**src/rtl/bank_ptr_pkg.sv**
```systemverilog
package bank_ptr_pkg;
  typedef enum logic [1:0] {
    BK_KEEP  = 2'd0,
    BK_LOWER = 2'd1,
    BK_UPPER = 2'd2
  } bank_op_e;

  // Conflicting commands collapse to a hold.
  function automatic bank_op_e bank_decode(input logic lo, input logic hi);
    if (lo && !hi) return BK_LOWER;
    if (hi && !lo) return BK_UPPER;
    return BK_KEEP;
  endfunction
endpackage

```
**src/rtl/bp_offset_ctr.sv**
```systemverilog
module bp_offset_ctr #(
  parameter int PTR_W = 8
) (
  input  logic             clk,
  input  logic             rst_n,
  input  logic             ld,
  input  logic [PTR_W-1:0] ld_val,
  input  logic             inc,
  output logic [PTR_W-1:0] ptr
);
  localparam logic [PTR_W-1:0] ONE = PTR_W'(1);

  always_ff @(posedge clk or negedge rst_n) begin
    if (!rst_n)   ptr <= '0;
    else if (ld)  ptr <= ld_val;
    else if (inc) ptr <= ptr + ONE;
  end

  AST_PTR_LOAD: assert property (@(posedge clk) disable iff (!rst_n)
    ld |=> ptr == $past(ld_val));
  AST_PTR_STEP: assert property (@(posedge clk) disable iff (!rst_n)
    (inc && !ld && !(&ptr)) |=> ptr > $past(ptr));
  AST_PTR_WRAP: assert property (@(posedge clk) disable iff (!rst_n)
    (inc && !ld && (&ptr)) |=> ptr == '0);
  AST_PTR_HOLD: assert property (@(posedge clk) disable iff (!rst_n)
    (!inc && !ld) |=> $stable(ptr));
endmodule

```
**src/rtl/bp_bank_flag.sv**
```systemverilog
module bp_bank_flag
  import bank_ptr_pkg::*;
(
  input  logic clk,
  input  logic rst_n,
  input  logic lo,
  input  logic hi,
  input  logic qry,
  output logic bank,
  output logic qry_vld,
  output logic qry_bank
);
  bank_op_e op;
  logic     bank_nxt;

  always_comb begin
    op = bank_decode(lo, hi);
    unique case (op)
      BK_LOWER: bank_nxt = 1'b0;
      BK_UPPER: bank_nxt = 1'b1;
      default:  bank_nxt = bank;
    endcase
  end

  always_ff @(posedge clk or negedge rst_n) begin
    if (!rst_n) begin
      bank     <= 1'b0;
      qry_vld  <= 1'b0;
      qry_bank <= 1'b0;
    end else begin
      bank    <= bank_nxt;
      qry_vld <= qry;
      if (qry) qry_bank <= bank_nxt;
    end
  end

  AST_BANK_UPPER: assert property (@(posedge clk) disable iff (!rst_n)
    (hi && !lo) |=> bank);
  AST_BANK_LOWER: assert property (@(posedge clk) disable iff (!rst_n)
    (lo && !hi) |=> !bank);
  AST_BANK_CLASH: assert property (@(posedge clk) disable iff (!rst_n)
    (lo == hi) |=> $stable(bank));
  AST_QRY_ANSWER: assert property (@(posedge clk) disable iff (!rst_n)
    qry |=> (qry_vld && qry_bank == bank));
  AST_QRY_QUIET: assert property (@(posedge clk) disable iff (!rst_n)
    !qry |=> !qry_vld);
endmodule

```
**src/rtl/eeprom_bank_ptr.sv**
```systemverilog
module eeprom_bank_ptr #(
  parameter int PTR_W = 8
) (
  input  logic             clk,
  input  logic             rst_n,
  input  logic             ld_stb,
  input  logic [PTR_W-1:0] ld_val,
  input  logic             inc_stb,
  input  logic             sel_lo,
  input  logic             sel_hi,
  input  logic             qry_stb,
  output logic [PTR_W:0]   arr_addr,
  output logic             bank_act,
  output logic             qry_vld,
  output logic             qry_bank
);
  localparam int ADDR_W = PTR_W + 1;

  logic [PTR_W-1:0] ptr;
  logic [ADDR_W-1:0] addr_w;

  bp_offset_ctr #(.PTR_W(PTR_W)) u_ptr (
    .clk    (clk),
    .rst_n  (rst_n),
    .ld     (ld_stb),
    .ld_val (ld_val),
    .inc    (inc_stb),
    .ptr    (ptr)
  );

  bp_bank_flag u_bank (
    .clk      (clk),
    .rst_n    (rst_n),
    .lo       (sel_lo),
    .hi       (sel_hi),
    .qry      (qry_stb),
    .bank     (bank_act),
    .qry_vld  (qry_vld),
    .qry_bank (qry_bank)
  );

  assign addr_w   = {bank_act, ptr};
  assign arr_addr = addr_w;

  AST_BANK_STAYS_ON_STEP: assert property (@(posedge clk) disable iff (!rst_n)
    (inc_stb && !sel_lo && !sel_hi) |=> arr_addr[PTR_W] == $past(arr_addr[PTR_W]));
  AST_BANK_AND_STEP: assert property (@(posedge clk) disable iff (!rst_n)
    (inc_stb && !ld_stb && sel_hi && !sel_lo) |=> arr_addr[PTR_W]);
endmodule

```
**config.mk**
```make
export PLATFORM = sky130hd
export DESIGN_NAME = eeprom_bank_ptr
export DESIGN_NICKNAME = d
export VERILOG_FILES = /design/src/rtl/bank_ptr_pkg.sv /design/src/rtl/bp_offset_ctr.sv /design/src/rtl/bp_bank_flag.sv /design/src/rtl/eeprom_bank_ptr.sv
export SDC_FILE = /design/constraint.sdc
export NUM_CORES = 1
export LEC_CHECK = 0
export BUFFER_PORTS_ARGS = -buffer_cell sky130_fd_sc_hd__buf_2
export CORE_UTILIZATION = 43
export CTS_CLUSTER_DIAMETER = 120
export DETAILED_ROUTE_END_ITERATION = 12
export PLACE_DENSITY = 0.86
export REMOVE_ABC_BUFFERS = 1
export SYNTH_ARGS = -nofsm -noshare
export SYNTH_HDL_FRONTEND = slang
export SYNTH_SLANG_ARGS = --single-unit
```
**constraint.sdc**
```tcl
create_clock -name clk -period 1.65 [get_ports clk]
set_input_delay 0 -clock clk [delete_from_list [all_inputs] [get_ports clk]]
set_output_delay 0 -clock clk [all_outputs]
set_load 0.05 [all_outputs]
```
## After elaboration in Yosys (flattened, before gate mapping)

Cells that the tools add are included.

- $add $sub $neg: 1
- Equality and inequality tests: 2
- Mux-type cells: 10
- Reductions and logical operators: 5

Operator list:

| kind | number |
|---|---|
| 2-to-1 mux 8 bit | 2 |
| adder 8 x 1 -> 8 bit, second input constant | 1 |
| 2-to-1 mux 2 bit | 4 |
| 2-to-1 mux 1 bit | 3 |
| equality test 2 x 1 -> 1 bit, second input constant | 1 |
| equality test 2 bit, second input constant | 1 |
| logical AND 1 bit | 2 |
| zero test 1 bit | 2 |
| case mux 1 bit (2 select lines) | 1 |
| nonzero test 2 bit | 1 |

- Register bits after elaboration: 11
- Input port bits: 15
- Output and inout port bits: 12
- Word-level logic and storage cells: 22

## Depth between registers and ports, before layout

Gate-level depths: netlist of the first run.

- Depth in word-level cells: 8
- Mapped depth: 4
- Depth with buffers taken out: 4

## Cells and area by module

From an unflattened synthesis of the first run, not the netlist that was laid out.

- Cell total of the unflattened synthesis: 57
- Area total of the unflattened synthesis: 579.3 um2

By module, submodules not included:

| module | times used | cells an instance | area an instance (um2) | sequential area each (um2) |
|---|---|---|---|---|
| bp_offset_ctr | 1 | 49 | 450.4 | 200.2 |
| bp_bank_flag | 1 | 7 | 121.4 | 75.1 |
| eeprom_bank_ptr | 1 | 1 | 7.5 | 0.0 |

## Worst setup path after synthesis of the first run

No wires, ideal clock.

- Path kind: register to register
- From: reg u_ptr.ptr[0]
- To: reg u_ptr.ptr[6]
- Setup time: 69 ps
- Arrival: 1,610 ps
- Data required time: 1,581 ps
- Slack: -29 ps
- Stages on the path, launching flop included: 5
- Buffers on the path: 0
- Period minus slack after synthesis: 1,679 ps
- Cell sequence: dfrtp_1 ha_1 nand3_1 or4_1 nand3_1

- Word-level cells in the longest chain between the ends: 3

Ends and longest elaborated chain:

| what | RTL line | source |
|---|---|---|
| start, declared | bp_offset_ctr.sv:9 | `output logic [PTR_W-1:0] ptr` |
| start signal, assigned | bp_offset_ctr.sv:15 | `else if (ld) ptr <= ld_val;` |
| start signal, assigned | bp_offset_ctr.sv:16 | `else if (inc) ptr <= ptr + ONE;` |
| adder 8 x 1 -> 8 bit | bp_offset_ctr.sv:16 |  |
| 2-to-1 mux 8 bit | bp_offset_ctr.sv:16 |  |
| 2-to-1 mux 8 bit | bp_offset_ctr.sv:15 |  |

Every way passes these cells. The select of a mux whose other input is x is not followed.
A chain may end at the register's enable or synchronous reset.

## Worst setup path after layout of the first run

Ends and elaborated chain as after synthesis.

==> results of run 1 <==
-- per-stage QoR --
stage	setup slack, ps	TNS [ps]
2_1_floorplan	-29.4	-29.4
3_3_place_gp	324	0
3_5_place_dp	254	0
4_1_cts	238	0
5_1_grt	182	0
6_report	239	0
-- power by group through the flow --
stage	registers, µW	clock network, µW	logic (µW)
final	334	179	263
after global routing	340	197	282
after detailed placement	339	0	244
after floorplan	453	0	53.4
after CTS	334	180	263
after global placement	336	0	241
-- cell usage after synthesis --
| cell type | number | area share |
|---|---|---|
| sky130_fd_sc_hd__clkbuf_1 | 2 | 0.013 |
| sky130_fd_sc_hd__xnor2_1 | 1 | 0.015 |
| sky130_fd_sc_hd__nand3_1 | 5 | 0.043 |
| sky130_fd_sc_hd__or4_1 | 3 | 0.039 |
| sky130_fd_sc_hd__mux2_2 | 1 | 0.020 |
| sky130_fd_sc_hd__ha_1 | 2 | 0.043 |
| sky130_fd_sc_hd__dfrtp_1 | 11 | 0.48 |
| sky130_fd_sc_hd__mux2i_1 | 1 | 0.017 |
| sky130_fd_sc_hd__nand4_1 | 2 | 0.022 |
| sky130_fd_sc_hd__mux2_1 | 1 | 0.020 |
| sky130_fd_sc_hd__nand2_1 | 10 | 0.065 |
| sky130_fd_sc_hd__inv_1 | 1 | 0.0065 |
| sky130_fd_sc_hd__nor2b_1 | 3 | 0.033 |
| sky130_fd_sc_hd__nand4_4 | 1 | 0.037 |
| sky130_fd_sc_hd__buf_4 | 1 | 0.013 |
| sky130_fd_sc_hd__buf_6 | 1 | 0.020 |
| sky130_fd_sc_hd__o21ai_0 | 3 | 0.026 |
| sky130_fd_sc_hd__o21ai_1 | 5 | 0.043 |
| sky130_fd_sc_hd__xor2_1 | 3 | 0.046 |
-- worst max-delay path: stages (launching register included) --
cell and delay (ps):
sky130_fd_sc_hd__dfrtp_1 450, sky130_fd_sc_hd__ha_1 220, sky130_fd_sc_hd__nand3_1 100, sky130_fd_sc_hd__or4_1 480, sky130_fd_sc_hd__nand3_1 100
-- final timing paths --
kind	depth (start not counted)	from	endpoint
hold / removal	3	ld_stb	u_ptr.ptr[1]
setup / recovery	4	u_ptr.ptr[0]	u_ptr.ptr[6]
min in group asynchronous	2	rst_n	u_bank.qry_bank
max in group asynchronous	2	rst_n	u_ptr.ptr[7]
hold reg to reg	1	u_bank.qry_bank	u_bank.qry_bank
setup reg to reg	4	u_ptr.ptr[0]	u_ptr.ptr[6]
-- sequential cells by signal, indices dropped and copies added (netlist names) --
register         cells
u_ptr.ptr            8
u_bank.qry_vld       1
u_bank.qry_bank      1
u_bank.bank          1
-- layout make-up --
type / instances / share of cell area
timing repair buffer: 36 / 0.280
inverter: 1 / 0.00456
tap: 14 / 0.0213
sequential: 11 / 0.334
clock buffer: 4 / 0.0319
multi-input combinational: 41 / 0.328
-- logic make-up (layout without fill, tap and decap cells) --
logic type,after synthesis,after routing,share of synthesized area
xor gates and xnor gates,4,4,0.0609
buffers and inverters,5,41,0.0522
DFF,11,11,0.478
and+or+nand+nor,24,24,0.239
muxes,3,3,0.0565
adders and majority gates,2,2,0.0435
AOI/OAI and AO/OA,8,8,0.0696
-- cell usage in the layout (no fill, tap or decap), drive strengths merged, types with 3 or more instances in the layout --
master and n:
buf 26, clkbuf 4, dfrtp 11, dlygate4sd3 10, nand2 10, nand3 5
nand4 3, nor2b 3, o21ai 8, or4 3, xor2 3
-- per-layer routing --
layer | global-route usage | wire (µm) | vias to the layer above
met5 | 0 | 0 | -
met4 | 0.103 | 7 | 0
met3 | 0.0520 | 57 | 2
met2 | 0.333 | 640 | 16
met1 | 0.255 | 540 | 228
li1 | - | - | 271
==> reports/metrics.sh, run 1 <==
RUN_STATUS='finished clean'
MULTIINPUTGATEAREA_UM2=270
TRITONCTS_NUM_SINKS=11
TIMING.SLEW.HEADROOM=0.800
PLACEMENTROWS=12
CLOCKROOTBUFFER='sky130_fd_sc_hd__clkbuf_4'
TIGHTESTPINTRANSITION_PS=301
POWER_SHARE_OF_THE_CLOCK_GROUP=0.230
POWER-PER-CELL-AREA_nW_PER_UM2=942
BOUNDARYPINS=27
CTS_TREE='built'
FINAL_HOLD_VIOL_COUNT=0
FIN_CRIT_SHARE=0.855
DIE_OUTLINE_AREA_UM2=1490
TIMING_WORST_SETUP_PATH_TYPE='reg2reg'
YOSYS_REGISTER_BITS=11
GRT_USE_TOTAL=0.207
PORT_BUFFERS=26
CTS_MAX_PATH_BUFFERS=2
FIRST_PASS_GRT_WIRE_LENGTH_MM=2.01
HTREE_LEVELS=1
POSTCTSHOLDBUFS=10
DRV_CAP=0
DETAIL_ROUTE.ITER0.VIOLATIONS=6
REGAREA_UM2=275
FINALCRITICALPERIOD_PS=1410
LAYOUT.FILLER_CELLS=90
TOTAL_NUMBER_OF_VIAS=517
PLACE.GP.CONGESTION=0.744
HPWL_UM=836
TYPE_OF_ELEMENT_CAPTURING_THE_CRITICAL_PATH='flop'
SKEW_PS=0.285
CP-START-KIND='flop'
SLEW_VIOLATIONS=0
TIMING.CRITICAL_PATH.REQUIRED_PS=1840
DIEWIDTH_UM=38.6
CTS_MADE_BUFFERS=3
FINISH.INSTANCE_AREA_UM2=823
CTS.REPORTEDPATHS.CLKPINSLEW_PS=70
TOTALPOWERFINAL_uW=776
FINALCOREUTILIZATION=0.703
INITIAL_UTILIZATION=0.491
YOSYSWARNINGCOUNT=0
DETAIL_ROUTE.DRC_VIOLATIONS=0
LARGEST_FANOUT_ON_THE_CRITICAL_PATH=4
MIN_PATH_TYPE='in2reg'
NUM_ANTENNA_CELLS=0
VIA_COUNT_OF_THE_FIRST_GLOBAL_ROUTING_PASS=462
ANT_NETS=0
ARRIVAL_PS=1610
INTERNAL-POWER_uW=476
NETLIST_INSTANCES=57
CORE_REGION_AREA_UM2=1170
ANTENNA_VIOLATIONS_BEFORE_REPAIR=0
AREA_ADDED_BETWEEN_SYNTHESIS_AND_FINISH_PCT=43.0
SEQ_AREA_FRAC_SYNTH=0.478
DISTINCT_CELL_TYPE_COUNT_AFTER_SYNTHESIS=19
SEQUENTIAL_POWER_SHARE=0.430
IRDROPWORSTVDD_mV=0.614
FLOORPLAN.DIE.HEIGHT_UM=38.6
FINAL_NET_COUNT=111
CTS_POST_SETUP_BUFFERS_INSERTED=0
POST-PLACE-CELLS=93
REG2REG_SETUP_SLACK_PS=240
TOTALWIRELENGTH_MM=1.25
POST_DRT_WL_PER_CELL_UM=11.6
GRT_MAX_DEGREE=20
TOTAL_LEAKAGE_POWER_uW=0.000402
REPORT.FINAL.SETUP_VIOL=0
CTS_REPAIR_RESIZE_COUNT=0
NETLIST_AREA_UM2=576
DRT_PRE_ANTENNA_ITERS=4
POWER.SHARE.SWITCHING=0.387
GRT_OVERFLOW_TOTAL=0
VIASPERCELL=4.83
PLACED_CELL_AREA_UM2=697
CLOCK_LATENCY_PS=260
P_COMB_FRAC=0.339
POST_SYNTH.CELL_AREA_AVG_UM2=10.1
HIGHEST_CLOCK_RATE_GHz=0.709
POWER.NET_SWITCHING_uW=300
TIMING.HOLD.WS_PS=117
POST_ROUTE_CELLS_DRIVE_ABOVE_1_SHARE=0.333
FINALNONFILLERCELLS=107
SETUP_REPAIR_AFTER_GLOBAL_ROUTING_MISSED_ITS_MARGIN='no'
No activity file was read; power rests on OpenSTA's default activity.
==> run 2: changes to the inputs <==
--- a/config.mk
+++ b/config.mk
@@ -6,10 +6,12 @@
 export NUM_CORES = 1
 export LEC_CHECK = 0
 export BUFFER_PORTS_ARGS = -buffer_cell sky130_fd_sc_hd__buf_2
+export CORE_MARGIN = 5
 export CORE_UTILIZATION = 43
 export CTS_CLUSTER_DIAMETER = 120
 export DETAILED_ROUTE_END_ITERATION = 12
 export PLACE_DENSITY = 0.86
+export RECOVER_POWER = 50
 export REMOVE_ABC_BUFFERS = 1
 export SYNTH_ARGS = -nofsm -noshare
 export SYNTH_HDL_FRONTEND = slang
==> run 2 against run 1 <==
Effect of this change: total power down 0.21%; hold slack worse by 1.9 ps; first-iteration DRC count down 50%; wire length up 4.9%; register-to-register slack better by 20 ps; combinational power about the same; maximum frequency up 1.1%; flip-flop and latch count unchanged; global-route usage down 5.7 points; core utilization down 6.6 points; worst setup slack better by 16 ps; cell area down 0.61%; critical path type unchanged; critical endpoint unchanged.
==> reports/metrics.sh, run 2 (same netlist as run 1, synthesis figures left out) <==
TRITONCTS_NUM_SINKS=11
CRIT_PATH_DEPTH=4
POST-PLACE-CELLS=94
PORT_BUFFERS=26
MULTIINPUTGATEAREA_UM2=270
GRT_OVERFLOW_TOTAL=0
TOP_REGISTER_BY_NUMBER_OF_FLIP_FLOPS='u_ptr.ptr'
POSTCTSHOLDBUFS=10
AREA_ADDED_BETWEEN_SYNTHESIS_AND_FINISH_PCT=42.2
DRV_CAP=0
TYPE_OF_ELEMENT_CAPTURING_THE_CRITICAL_PATH='flop'
FINALCRITICALPERIOD_PS=1390
REPORT.FINAL.SETUP_VIOL=0
HTREE_LEVELS=1
FINAL_HOLD_VIOL_COUNT=0
FINISH.INSTANCE_AREA_UM2=818
FIN_CRIT_SHARE=0.845
CRIT_BUF_INV=0
CTS_MAX_PATH_BUFFERS=2
CTS.REPORTEDPATHS.CLKPINSLEW_PS=70
LARGEST_FANOUT_ON_THE_CRITICAL_PATH=4
GRT_USE_TOTAL=0.150
TOTAL_LEAKAGE_POWER_uW=0.000387
HOLD_PATH_DEPTH=3
PLACED_CELL_AREA_UM2=698
CRIT_PATH_START='u_ptr.ptr[0]'
LAYOUT.FILLER_CELLS=111
TIMING_WORST_SETUP_PATH_TYPE='reg2reg'
WORSTPATHCELLLIST='ha_1, nand3_1, or4_1, nand3_1'
DIEWIDTH_UM=46.6
SETUP_REPAIR_AFTER_GLOBAL_ROUTING_MISSED_ITS_MARGIN='no'
ANTENNA_VIOLATIONS_BEFORE_REPAIR=0
SLEW_VIOLATIONS=0
ARRIVAL_PS=1590
CTS_TREE='built'
WORST_R2R_STARTPOINT='u_ptr.ptr[0]'
DETAIL_ROUTE.DRC_VIOLATIONS=0
WORST_PATH_MAX_DELAY_CELL='sky130_fd_sc_hd__or4_1'
CRIT_FAMILY='simple AND/OR/NAND/NOR gates'
RR_WORST_DEPTH=4
LAYOUT_COMMONEST_CELL='sky130_fd_sc_hd__buf_2'
DRT_PRE_ANTENNA_ITERS=4
FINALNONFILLERCELLS=108
FLOORPLAN.DIE.HEIGHT_UM=46.6
VIA_COUNT_OF_THE_FIRST_GLOBAL_ROUTING_PASS=525
CRITICAL_PATH.ENDPOINT='u_ptr.ptr[6]'
SKEW_PS=1.60
CTS_POST_SETUP_BUFFERS_INSERTED=0
END_OF_THE_WORST_REGISTER_TO_REGISTER_PATH='u_ptr.ptr[6]'
GRT_MAX_DEGREE=20
TIMING.CRITICAL_PATH.MODE_CELL='sky130_fd_sc_hd__nand3_1'
MET2_LENGTH_UM=634
PLACEMENTROWS=13
RUN_STATUS='finished clean'
TIMING.SLEW.HEADROOM=0.585
PLACE.GP.CONGESTION=0.735
HIGHEST-SIGNAL-LAYER='met4'
FINAL_NET_COUNT=111
CORE_REGION_AREA_UM2=1280
VIASPERCELL=4.94
REG2REG_SETUP_SLACK_PS=260
HIGHEST_CLOCK_RATE_GHz=0.717
POST_DRT_WL_PER_CELL_UM=12.1
TIGHTESTPINTRANSITION_PS=625
TOTAL_NUMBER_OF_VIAS=534
MOSTFREQUENTLAYOUTCELLS='sky130_fd_sc_hd__buf_2, sky130_fd_sc_hd__dfrtp_1, sky130_fd_sc_hd__nand2_1, sky130_fd_sc_hd__dlygate4sd3_1, sky130_fd_sc_hd__clkbuf_1'
POST_ROUTE_CELLS_DRIVE_ABOVE_1_SHARE=0.280
CRITICAL_PATH.MAX_STAGE_DELAY_PS=470
CP-START-KIND='flop'
BOUNDARYPINS=27
TOTALWIRELENGTH_MM=1.31
DIE_OUTLINE_AREA_UM2=2170
POWER-PER-CELL-AREA_nW_PER_UM2=946
IRDROPWORSTVDD_mV=0.736
TIMING.CRITICAL_PATH.REQUIRED_PS=1850
MIN_PATH_TYPE='in2reg'
FIRST_PASS_GRT_WIRE_LENGTH_MM=2.24
CLOCK_LATENCY_PS=260
CTS_REPAIR_RESIZE_COUNT=0
ANT_NETS=0
INITIAL_UTILIZATION=0.448
LARGEST_REGISTER_FF_COUNT=8
MET1WIRELENGTH_UM=542
NUM_ANTENNA_CELLS=0
CTS_MADE_BUFFERS=3
DETAIL_ROUTE.ITER0.VIOLATIONS=3
CLOCKROOTBUFFER='sky130_fd_sc_hd__clkbuf_4'
DETAILROUTE.WIRELENGTH.MET3_UM=106
REGAREA_UM2=275
run 2: worst min path at each step:
stage          startpoint               to  slack, ps
2_1_floorplan       rst_n      u_bank.bank       -300
3_3_place_gp        rst_n  u_bank.qry_bank       -130
3_5_place_dp        rst_n   u_bank.qry_vld       -130
4_1_cts            ld_stb     u_ptr.ptr[1]        110
5_1_grt            ld_stb     u_ptr.ptr[3]        130
6_report           ld_stb     u_ptr.ptr[1]        120
run 2: worst register-to-register path: stages (launching register included):
cell,delay [ps]
sky130_fd_sc_hd__dfrtp_1,450
sky130_fd_sc_hd__ha_1,220
sky130_fd_sc_hd__nand3_1,90
sky130_fd_sc_hd__or4_1,470
sky130_fd_sc_hd__nand3_1,100
run 2: where the power goes:
| group | leakage [µW] | switching (µW) | internal, µW |
|---|---|---|---|
| registers | 0.000134 | 36.3 | 299 |
| logic | 0.000238 | 182 | 80.2 |
| clock network | 0.0000150 | 83.0 | 93.5 |
run 2: layout make-up:
cell class / instances / share of cell area
clock buffer: 4 / 0.0321
inverter: 1 / 0.00459
multi-input combinational: 41 / 0.330
sequential: 11 / 0.336
tap: 15 / 0.0229
timing repair buffer: 36 / 0.274
run 2: per-stage QoR:
step | power, µW | setup TNS [ps] | setup WS (ps) | util | hold slack (ps)
after global routing | 817 | 0 | 162 | 0.637 | 128
after floorplan | 506 | -29.4 | -29.4 | - | -296
after detailed placement | 588 | 0 | 253 | 0.543 | -127
final | 774 | 0 | 255 | 0.637 | 115
after global placement | 579 | 0 | 331 | 0.543 | -127
after CTS | 783 | 0 | 238 | 0.642 | 108
run 2: layer usage:
| metal | up-vias | track usage |
|---|---|---|
| met1 | 238 | 0.169 |
| li1 | 271 | - |
| met5 | - | 0 |
| met3 | 4 | 0.0391 |
| met2 | 21 | 0.261 |
| met4 | 0 | 0.0682 |
